**src/rtl/spi_sp_pkg.sv**
```systemverilog
package spi_sp_pkg;
  localparam int BYTE_W = 8;

  localparam logic [1:0] ADR_CTRL = 2'd0;
  localparam logic [1:0] ADR_STAT = 2'd1;
  localparam logic [1:0] ADR_DATA = 2'd2;

  // control register bit positions
  localparam int CB_IRQ = 0;
  localparam int CB_EN  = 1;
  localparam int CB_MST = 2;

  // status register bit positions (software decodes these)
  localparam int SB_DONE = 7;
  localparam int SB_WCOL = 6;
  localparam int SB_OVR  = 5;
  localparam int SB_MODF = 4;
  localparam int SB_ODIS = 2;
  localparam int SB_SWSS = 1;
  localparam int SB_SSLV = 0;

  typedef struct packed {
    logic done;
    logic wcol;
    logic ovr;
    logic modf;
  } sp_flags_t;
endpackage

```
**src/rtl/sp_sync.sv**
```systemverilog
module sp_sync #(
  parameter int               WIDTH   = 1,
  parameter int               STAGES  = 2,
  parameter logic [WIDTH-1:0] RST_VAL = '0
) (
  input  logic             clk,
  input  logic             rst_n,
  input  logic [WIDTH-1:0] d,
  output logic [WIDTH-1:0] q
);
  logic [STAGES-1:0][WIDTH-1:0] stg_q;

  always_ff @(posedge clk or negedge rst_n) begin
    if (!rst_n) begin
      for (int s = 0; s < STAGES; s++) stg_q[s] <= RST_VAL;
    end else begin
      stg_q[0] <= d;
      for (int s = 1; s < STAGES; s++) stg_q[s] <= stg_q[s-1];
    end
  end

  assign q = stg_q[STAGES-1];
endmodule

```
**src/rtl/sp_engine.sv**
```systemverilog
module sp_engine #(
  parameter int W        = 8,
  parameter int HALF_DIV = 4
) (
  input  logic         clk,
  input  logic         rst_n,
  input  logic         en,
  input  logic         master,
  input  logic         load,
  input  logic [W-1:0] load_data,
  input  logic         miso_i,
  input  logic         sck_s,
  input  logic         mosi_s,
  input  logic         ss_sel,
  output logic         sck_o,
  output logic         tx_bit,
  output logic         busy,
  output logic         xfer_done,
  output logic [W-1:0] rx_byte
);
  localparam int DIV_W = (HALF_DIV > 1) ? $clog2(HALF_DIV) : 1;
  localparam int CNT_W = (W > 1) ? $clog2(W) : 1;
  localparam logic [DIV_W-1:0] DIV_LAST = DIV_W'(HALF_DIV - 1);
  localparam logic [CNT_W-1:0] BIT_LAST = CNT_W'(W - 1);

  logic [W-1:0]     shreg_q, shreg_d;
  logic             samp_q, samp_d;
  logic [CNT_W-1:0] bitcnt_q, bitcnt_d;
  logic [DIV_W-1:0] divcnt_q, divcnt_d;
  logic             sck_q, sck_d;
  logic             mact_q, mact_d;
  logic             sact_q, sact_d;
  logic             sprev_q, sprev_d;
  logic             done_q, done_d;

  logic tick, s_rise, s_fall;

  assign tick   = (divcnt_q == DIV_LAST);
  assign s_rise = sck_s & ~sprev_q;
  assign s_fall = ~sck_s & sprev_q;

  always_comb begin
    shreg_d  = shreg_q;
    samp_d   = samp_q;
    bitcnt_d = bitcnt_q;
    divcnt_d = divcnt_q;
    sck_d    = sck_q;
    mact_d   = mact_q;
    sact_d   = sact_q;
    sprev_d  = sck_s;
    done_d   = 1'b0;
    if (!en) begin
      mact_d   = 1'b0;
      sact_d   = 1'b0;
      sck_d    = 1'b0;
      bitcnt_d = '0;
      divcnt_d = '0;
    end else if (master) begin
      sact_d = 1'b0;
      if (load) begin
        shreg_d  = load_data;
        mact_d   = 1'b1;
        divcnt_d = '0;
        sck_d    = 1'b0;
        bitcnt_d = '0;
      end else if (mact_q) begin
        divcnt_d = tick ? '0 : divcnt_q + 1'b1;
        if (tick) begin
          if (!sck_q) begin
            sck_d  = 1'b1;
            samp_d = miso_i;
          end else begin
            sck_d   = 1'b0;
            shreg_d = {shreg_q[W-2:0], samp_q};
            if (bitcnt_q == BIT_LAST) begin
              bitcnt_d = '0;
              mact_d   = 1'b0;
              done_d   = 1'b1;
            end else begin
              bitcnt_d = bitcnt_q + 1'b1;
            end
          end
        end
      end
    end else begin
      mact_d = 1'b0;
      sck_d  = 1'b0;
      if (load) begin
        shreg_d = load_data;
      end else if (!ss_sel) begin
        bitcnt_d = '0;
        sact_d   = 1'b0;
      end else begin
        if (s_rise) begin
          samp_d = mosi_s;
          sact_d = 1'b1;
        end
        if (s_fall && sact_q) begin
          shreg_d = {shreg_q[W-2:0], samp_q};
          if (bitcnt_q == BIT_LAST) begin
            bitcnt_d = '0;
            sact_d   = 1'b0;
            done_d   = 1'b1;
          end else begin
            bitcnt_d = bitcnt_q + 1'b1;
          end
        end
      end
    end
  end

  always_ff @(posedge clk or negedge rst_n) begin
    if (!rst_n) begin
      shreg_q  <= '0;
      samp_q   <= 1'b0;
      bitcnt_q <= '0;
      divcnt_q <= '0;
      sck_q    <= 1'b0;
      mact_q   <= 1'b0;
      sact_q   <= 1'b0;
      sprev_q  <= 1'b0;
      done_q   <= 1'b0;
    end else begin
      shreg_q  <= shreg_d;
      samp_q   <= samp_d;
      bitcnt_q <= bitcnt_d;
      divcnt_q <= divcnt_d;
      sck_q    <= sck_d;
      mact_q   <= mact_d;
      sact_q   <= sact_d;
      sprev_q  <= sprev_d;
      done_q   <= done_d;
    end
  end

  assign sck_o     = sck_q;
  assign tx_bit    = shreg_q[W-1];
  assign busy      = mact_q | sact_q;
  assign xfer_done = done_q;
  assign rx_byte   = shreg_q;
endmodule

```
**src/rtl/sp_flags.sv**
```systemverilog
module sp_flags
  import spi_sp_pkg::*;
(
  input  logic      clk,
  input  logic      rst_n,
  input  logic      stat_rd,
  input  logic      data_rd,
  input  logic      data_wr,
  input  logic      ctrl_wr,
  input  logic      xfer_done,
  input  logic      busy,
  input  logic      fault,
  output sp_flags_t flg,
  output logic      wr_ok,
  output logic      buf_ld
);
  sp_flags_t flg_q, flg_d;
  logic arm_done_q, arm_done_d;
  logic arm_wcol_q, arm_wcol_d;
  logic arm_modf_q, arm_modf_d;
  logic data_acc;

  assign data_acc = data_rd | data_wr;
  assign wr_ok    = data_wr & ~busy & (~flg_q.done | arm_done_q);
  assign buf_ld   = xfer_done & ~flg_q.done;

  always_comb begin
    flg_d      = flg_q;
    arm_done_d = arm_done_q;
    arm_wcol_d = arm_wcol_q;
    arm_modf_d = arm_modf_q;

    if (stat_rd) begin
      arm_done_d = flg_q.done;
      arm_wcol_d = flg_q.wcol;
      arm_modf_d = flg_q.modf;
    end
    if (data_acc) begin
      arm_done_d = 1'b0;
      arm_wcol_d = 1'b0;
    end
    if (ctrl_wr) arm_modf_d = 1'b0;

    if (xfer_done)                  flg_d.done = 1'b1;
    else if (data_acc && arm_done_q) flg_d.done = 1'b0;

    if (data_wr && busy)             flg_d.wcol = 1'b1;
    else if (data_acc && arm_wcol_q) flg_d.wcol = 1'b0;

    if (xfer_done && flg_q.done) flg_d.ovr = 1'b1;
    else if (stat_rd)            flg_d.ovr = 1'b0;

    if (fault)                       flg_d.modf = 1'b1;
    else if (ctrl_wr && arm_modf_q)  flg_d.modf = 1'b0;
  end

  always_ff @(posedge clk or negedge rst_n) begin
    if (!rst_n) begin
      flg_q      <= '0;
      arm_done_q <= 1'b0;
      arm_wcol_q <= 1'b0;
      arm_modf_q <= 1'b0;
    end else begin
      flg_q      <= flg_d;
      arm_done_q <= arm_done_d;
      arm_wcol_q <= arm_wcol_d;
      arm_modf_q <= arm_modf_d;
    end
  end

  assign flg = flg_q;
endmodule

```
**src/rtl/spi_stat_periph.sv**
```systemverilog
module spi_stat_periph
  import spi_sp_pkg::*;
#(
  parameter int HALF_DIV    = 4,
  parameter int SYNC_STAGES = 2
) (
  input  logic       clk,
  input  logic       rst_n,
  input  logic       reg_wr,
  input  logic       reg_rd,
  input  logic [1:0] reg_addr,
  input  logic [7:0] reg_wdata,
  output logic [7:0] reg_rdata,
  output logic       irq,
  input  logic       sck_i,
  output logic       sck_o,
  output logic       sck_oe,
  input  logic       mosi_i,
  output logic       mosi_o,
  output logic       mosi_oe,
  input  logic       miso_i,
  output logic       miso_o,
  output logic       miso_oe,
  input  logic       ss_i
);
  // reset: asynchronous assert, synchronous release
  logic [1:0] rst_pipe_q;
  logic       rst_q;
  always_ff @(posedge clk or negedge rst_n) begin
    if (!rst_n) rst_pipe_q <= 2'b00;
    else        rst_pipe_q <= {rst_pipe_q[0], 1'b1};
  end
  assign rst_q = rst_pipe_q[1];

  // register decode
  logic ctrl_wr, stat_wr, stat_rd, data_rd, data_wr;
  assign ctrl_wr = reg_wr & (reg_addr == ADR_CTRL);
  assign stat_wr = reg_wr & (reg_addr == ADR_STAT);
  assign stat_rd = reg_rd & (reg_addr == ADR_STAT);
  assign data_wr = reg_wr & (reg_addr == ADR_DATA);
  assign data_rd = reg_rd & (reg_addr == ADR_DATA);

  // pin synchronizers {ss, mosi, sck}
  logic [2:0] pins_s;
  logic       sck_s, mosi_s, ss_s;
  sp_sync #(.WIDTH(3), .STAGES(SYNC_STAGES), .RST_VAL(3'b100)) u_sync (
    .clk  (clk),
    .rst_n(rst_q),
    .d    ({ss_i, mosi_i, sck_i}),
    .q    (pins_s)
  );
  assign {ss_s, mosi_s, sck_s} = pins_s;

  // configuration registers
  logic irq_en_q, irq_en_d;
  logic en_q, en_d;
  logic mst_q, mst_d;
  logic odis_q, odis_d;
  logic swss_q, swss_d;
  logic sslv_q, sslv_d;
  logic [BYTE_W-1:0] rx_buf, rx_buf_d;

  logic ss_int, ss_sel, fault;
  assign ss_int = swss_q ? sslv_q : ss_s;
  assign ss_sel = ~ss_int;
  assign fault  = en_q & mst_q & ~ss_int;

  // engine and flags
  logic              tx_bit, busy, xfer_done, wr_ok, buf_ld;
  logic [BYTE_W-1:0] rx_byte;
  sp_flags_t         flg;
  logic              done, ovr, modf;

  sp_engine #(.W(BYTE_W), .HALF_DIV(HALF_DIV)) u_engine (
    .clk      (clk),
    .rst_n    (rst_q),
    .en       (en_q),
    .master   (mst_q),
    .load     (wr_ok),
    .load_data(reg_wdata),
    .miso_i   (miso_i),
    .sck_s    (sck_s),
    .mosi_s   (mosi_s),
    .ss_sel   (ss_sel),
    .sck_o    (sck_o),
    .tx_bit   (tx_bit),
    .busy     (busy),
    .xfer_done(xfer_done),
    .rx_byte  (rx_byte)
  );

  sp_flags u_flags (
    .clk      (clk),
    .rst_n    (rst_q),
    .stat_rd  (stat_rd),
    .data_rd  (data_rd),
    .data_wr  (data_wr),
    .ctrl_wr  (ctrl_wr),
    .xfer_done(xfer_done),
    .busy     (busy),
    .fault    (fault),
    .flg      (flg),
    .wr_ok    (wr_ok),
    .buf_ld   (buf_ld)
  );

  assign done = flg.done;
  assign ovr  = flg.ovr;
  assign modf = flg.modf;

  always_comb begin
    irq_en_d = irq_en_q;
    en_d     = en_q;
    mst_d    = mst_q;
    odis_d   = odis_q;
    swss_d   = swss_q;
    sslv_d   = sslv_q;
    rx_buf_d = rx_buf;
    if (ctrl_wr) begin
      irq_en_d = reg_wdata[CB_IRQ];
      en_d     = reg_wdata[CB_EN];
      mst_d    = reg_wdata[CB_MST];
    end
    if (fault) begin
      en_d  = 1'b0;
      mst_d = 1'b0;
    end
    if (stat_wr) begin
      odis_d = reg_wdata[SB_ODIS];
      swss_d = reg_wdata[SB_SWSS];
      sslv_d = reg_wdata[SB_SSLV];
    end
    if (buf_ld) rx_buf_d = rx_byte;
  end

  always_ff @(posedge clk or negedge rst_q) begin
    if (!rst_q) begin
      irq_en_q <= 1'b0;
      en_q     <= 1'b0;
      mst_q    <= 1'b0;
      odis_q   <= 1'b0;
      swss_q   <= 1'b0;
      sslv_q   <= 1'b0;
      rx_buf   <= '0;
    end else begin
      irq_en_q <= irq_en_d;
      en_q     <= en_d;
      mst_q    <= mst_d;
      odis_q   <= odis_d;
      swss_q   <= swss_d;
      sslv_q   <= sslv_d;
      rx_buf   <= rx_buf_d;
    end
  end

  // read mux
  always_comb begin
    case (reg_addr)
      ADR_CTRL: reg_rdata = {5'b0, mst_q, en_q, irq_en_q};
      ADR_STAT: reg_rdata = {flg.done, flg.wcol, flg.ovr, flg.modf,
                             1'b0, odis_q, swss_q, sslv_q};
      ADR_DATA: reg_rdata = rx_buf;
      default:  reg_rdata = '0;
    endcase
  end

  logic odis;
  assign odis    = odis_q;
  assign irq     = irq_en_q & (flg.done | flg.ovr | flg.modf);
  assign sck_oe  = en_q & mst_q;
  assign mosi_o  = tx_bit;
  assign mosi_oe = en_q & mst_q & ~odis_q;
  assign miso_o  = tx_bit;
  assign miso_oe = en_q & ~mst_q & ss_sel & ~odis_q;
endmodule

```
**config.mk**
```make
export PLATFORM = sky130hd
export DESIGN_NAME = spi_stat_periph
export DESIGN_NICKNAME = d
export VERILOG_FILES = /design/src/rtl/spi_sp_pkg.sv /design/src/rtl/sp_sync.sv /design/src/rtl/sp_engine.sv /design/src/rtl/sp_flags.sv /design/src/rtl/spi_stat_periph.sv
export SDC_FILE = /design/constraint.sdc
export NUM_CORES = 1
export LEC_CHECK = 0
export ABC_AREA = 1
export BUFFER_PORTS_ARGS = -buffer_cell sky130_fd_sc_hd__buf_2
export CAP_MARGIN = 20
export CELL_PAD_IN_SITES_DETAIL_PLACEMENT = 1
export CELL_PAD_IN_SITES_GLOBAL_PLACEMENT = 1
export CORE_ASPECT_RATIO = 0.75
export CORE_UTILIZATION = 42
export DETAILED_ROUTE_END_ITERATION = 10
export GPL_ROUTABILITY_DRIVEN = 0
export PLACE_DENSITY_LB_ADDON = 0.1
export SLEW_MARGIN = 0
export SYNTH_ARGS = -nofsm -noshare
export SYNTH_HDL_FRONTEND = slang
export SYNTH_HIERARCHICAL = 1
export SYNTH_SLANG_ARGS = --single-unit
```
**constraint.sdc**
```tcl
create_clock -name clk -period 1.69 [get_ports clk]
set_input_delay 0.2535 -clock clk [delete_from_list [all_inputs] [get_ports clk]]
set_output_delay 0.2535 -clock clk [all_outputs]
set_load 0.05 [all_outputs]
```
==> metrics.txt <==
WL/cell=14.7 um; Clock Pin Slew Worst Setup and Hold Paths=0.08 ns; largest incremental delay on the critical path=0.53 ns; DR top layer=met4; leading area contributor after synthesis=dfrtp_1; CTS HTree Levels=2; Non-Filler Instances=427; Tightest Hold Check Type=primary input to flop; top cells by count, synth=nand2_1 (110), dfrtp_1 (46), inv_1 (30); ys async rst share=100%; TritonCTS clock tree=yes; WL met3=233 um; GRT Residual Overflow=0; Root Buffer=clkbuf_8; antenna fix cells=0; die width=89.2 um; area grow syn2layout=17.9%; die area=6010 um2; Placed Cells=416; status=complete, no violations; core area=5410 um2; TritonRoute pass-1 iters=4; largest net degree at the start of global routing=22; layout cells sized above 1=23.6%; fin crit share=94.1%; post-synthesis sequential area ratio=50.3%; area of the multi-input gates=1010 um2; DRT antenna net count=0; hold slack=0.0455 ns; CP required=1.44 ns; layout filler cell count=719; reg2reg start=u_engine/mact_q$_DFF_PN0_; main area contributors after synthesis=dfrtp_1 (48%), nand2_1 (17%), nand3_1 (5.6%); Setup Viol. Count Final=0; Final Hold Fails=0; num ports=33; Worst path slowest cell=dfrtp_2; Total GRT Usage=23.5%; crit-path cells=nand2_1 > o211ai_1 > buf_2; crit path launch=en_q$_DFFE_PN0P_; WL final=6.29 mm; Die Y=67.4 um; DRC=0; Total Nets Final=373; Seq cells post-synth=48; most frequent cell after synthesis=nand2_1; met1 wire length=2.99 mm; Reg2Reg Setup Slack=0.13 ns; vias per cell=4.85; Reg area=1210 um2; post-synth top area share=48.1%; Unique masters post-synth=27; clock sinks=48; First DRT Iteration DRCs=70; PortBufs=32; Synth Area per Inst=7.90 um2; row count=23; CP max FO=14; Leak=1.53 nW; Hold Startpoint=ss_i; post-layout min period=1.59 ns; first-pass GRT wire length=10.3 mm; vias in the first global route=2124; DPL Wire Length=4.91 mm; CTS Buffer Depth=2; Pwr Density=1120 nW/um2; Max Clk Rate=629 MHz; Mapped Cells=303; Vias=2072; Critical path buffers and inverters=1; Initial Utilization=44.2%; initial antenna violation count=0; RSZ-0062 raised after global routing=no; Crit. End Element=output pin; crit path DAT=1.34 ns; critical path type=flop to output pin; syn_nets=325; yosys warns=6; number of synthesized flops with an enable pin=0; # Max-Cap Violations=0; Crit path max-delay family=flip-flops; max-slew violations=0; Peak VDD IR=564 uV; Worst setup SP type=flop; Final Skew=0.00971 ns; cts bufs inserted=5; Synth Cell Area=2390 um2; met2 wire len=3.00 mm; clk_lat worst skew=0.31 ns; ys flop type=dfrtp_1
[logic make-up after synthesis]
family | count (synthesis) | share of synthesized area (%)
AO/OA/AOI/OAI | 35 | 8.52
flip-flops | 48 | 50.3
buffers and inverters | 43 | 7.95
adder cells (fa/ha/maj) | 4 | 2.09
multiplexers | 1 | 0.470
AND/OR/NAND/NOR | 171 | 30.5
other | 1 | 0.157
[worst paths after layout]
| check | to | depth (start not counted) |
|---|---|---|
| max in group asynchronous | u_flags/arm_done_q$_DFFE_PN0P_ | 1 |
| max reg2reg | u_engine/rx_byte[2]$_DFFE_PN0P_ | 7 |
| min reg2reg | u_flags/flg[3]$_DFFE_PN0P_ | 0 |
| min | u_sync/stg_q[2]$_DFF_PN1_ | 1 |
| min in group asynchronous | u_flags/flg[3]$_DFFE_PN0P_ | 0 |
| max | reg_rdata[1] | 3 |
[per-layer routing]
| metal | global-route usage [%] | up-vias |
|---|---|---|
| li1 | - | 1045 |
| met1 | 30.8 | 982 |
| met2 | 39.4 | 39 |
| met3 | 5.62 | 6 |
| met4 | 6.15 | 0 |
| met5 | 0 | - |
[placed cells by master, fill, tap and decap left out, types with 5 or more instances in the layout]
master      n
nand2_1   110
dfrtp_1    43
buf_2      31
inv_1      30
nand3_1    27
nor2_1     18
buf_4      18
o21ai_0    12
a21oi_1    10
nand2_2     5
clkbuf_8    5
[metrics by stage]
stage	setup slack [ns]	power, W	TNS [ns]	area (um2)	util (%)
2_1_floorplan	0.0816	0.00219	0	2390	-
3_3_place_gp	0.0130	0.00242	0	2700	49.9
3_5_place_dp	-0.0963	0.00247	-0.572	2700	49.9
4_1_cts	0.0368	0.00320	0	2810	52.0
5_1_grt	0.00223	0.00339	0	2820	52.2
6_report	0.100	0.00316	0	2820	52.2
[final cells by class]
cell class | instances | area share, %
clock inverter | 2 | 0.443
sequential | 48 | 42.8
multi-input combinational | 212 | 35.7
inverter | 34 | 4.52
tap | 75 | 3.33
timing repair buffer | 50 | 10.6
clock buffer | 6 | 2.57
[what timing repair did]
| item | in CTS | in global routing |
|---|---|---|
| pin swaps | 1 | 1 |
| endpoints found under the hold margin | 2 | 0 |
| buffers inserted | 2 | 0 |
| hold buffers | 1 | 0 |
| setup endpoints to repair | 16 | 16 |
| gates resized for setup | 3 | 3 |
[report_power, final]
part | leakage [nW] | total (W) | internal, W | switching (W)
clock network | 0.0412 | 0.000686 | 0.000290 | 0.000396
registers | 0.578 | 0.00155 | 0.00134 | 0.000214
logic | 0.912 | 0.000917 | 0.000298 | 0.000619
[worst register-to-register path, cell delays in order, from the launching register on]
cell and delay, ns:
dfrtp_1 0.38, or2_2 0.34, nor2_4 0.14, nor2_1 0.09
a21oi_4 0.23, nand2_4 0.12, nand2_1 0.09, nand2_1 0.07
[registers in the layout (all words and copies together) (netlist names)]
signal and cells:
u_engine/mact_q 1, swss_q 1, u_engine/sck_o 1, u_engine/xfer_done 1
u_sync/q 3, u_engine/divcnt_q 2, mst_q 1, u_engine/bitcnt_q 3
u_flags/arm_wcol_q 1, u_flags/arm_done_q 1, sslv_q 1, u_sync/stg_q 3
rx_buf 8, u_engine/rx_byte 8, u_engine/samp_q 1, rst_pipe_q 2
odis 1, u_flags/arm_modf_q 1, u_engine/sprev_q 1, en_q 1
u_flags/flg 4, u_engine/sact_q 1, irq_en_q 1
Note: power is estimated with default switching activity, not from simulation.
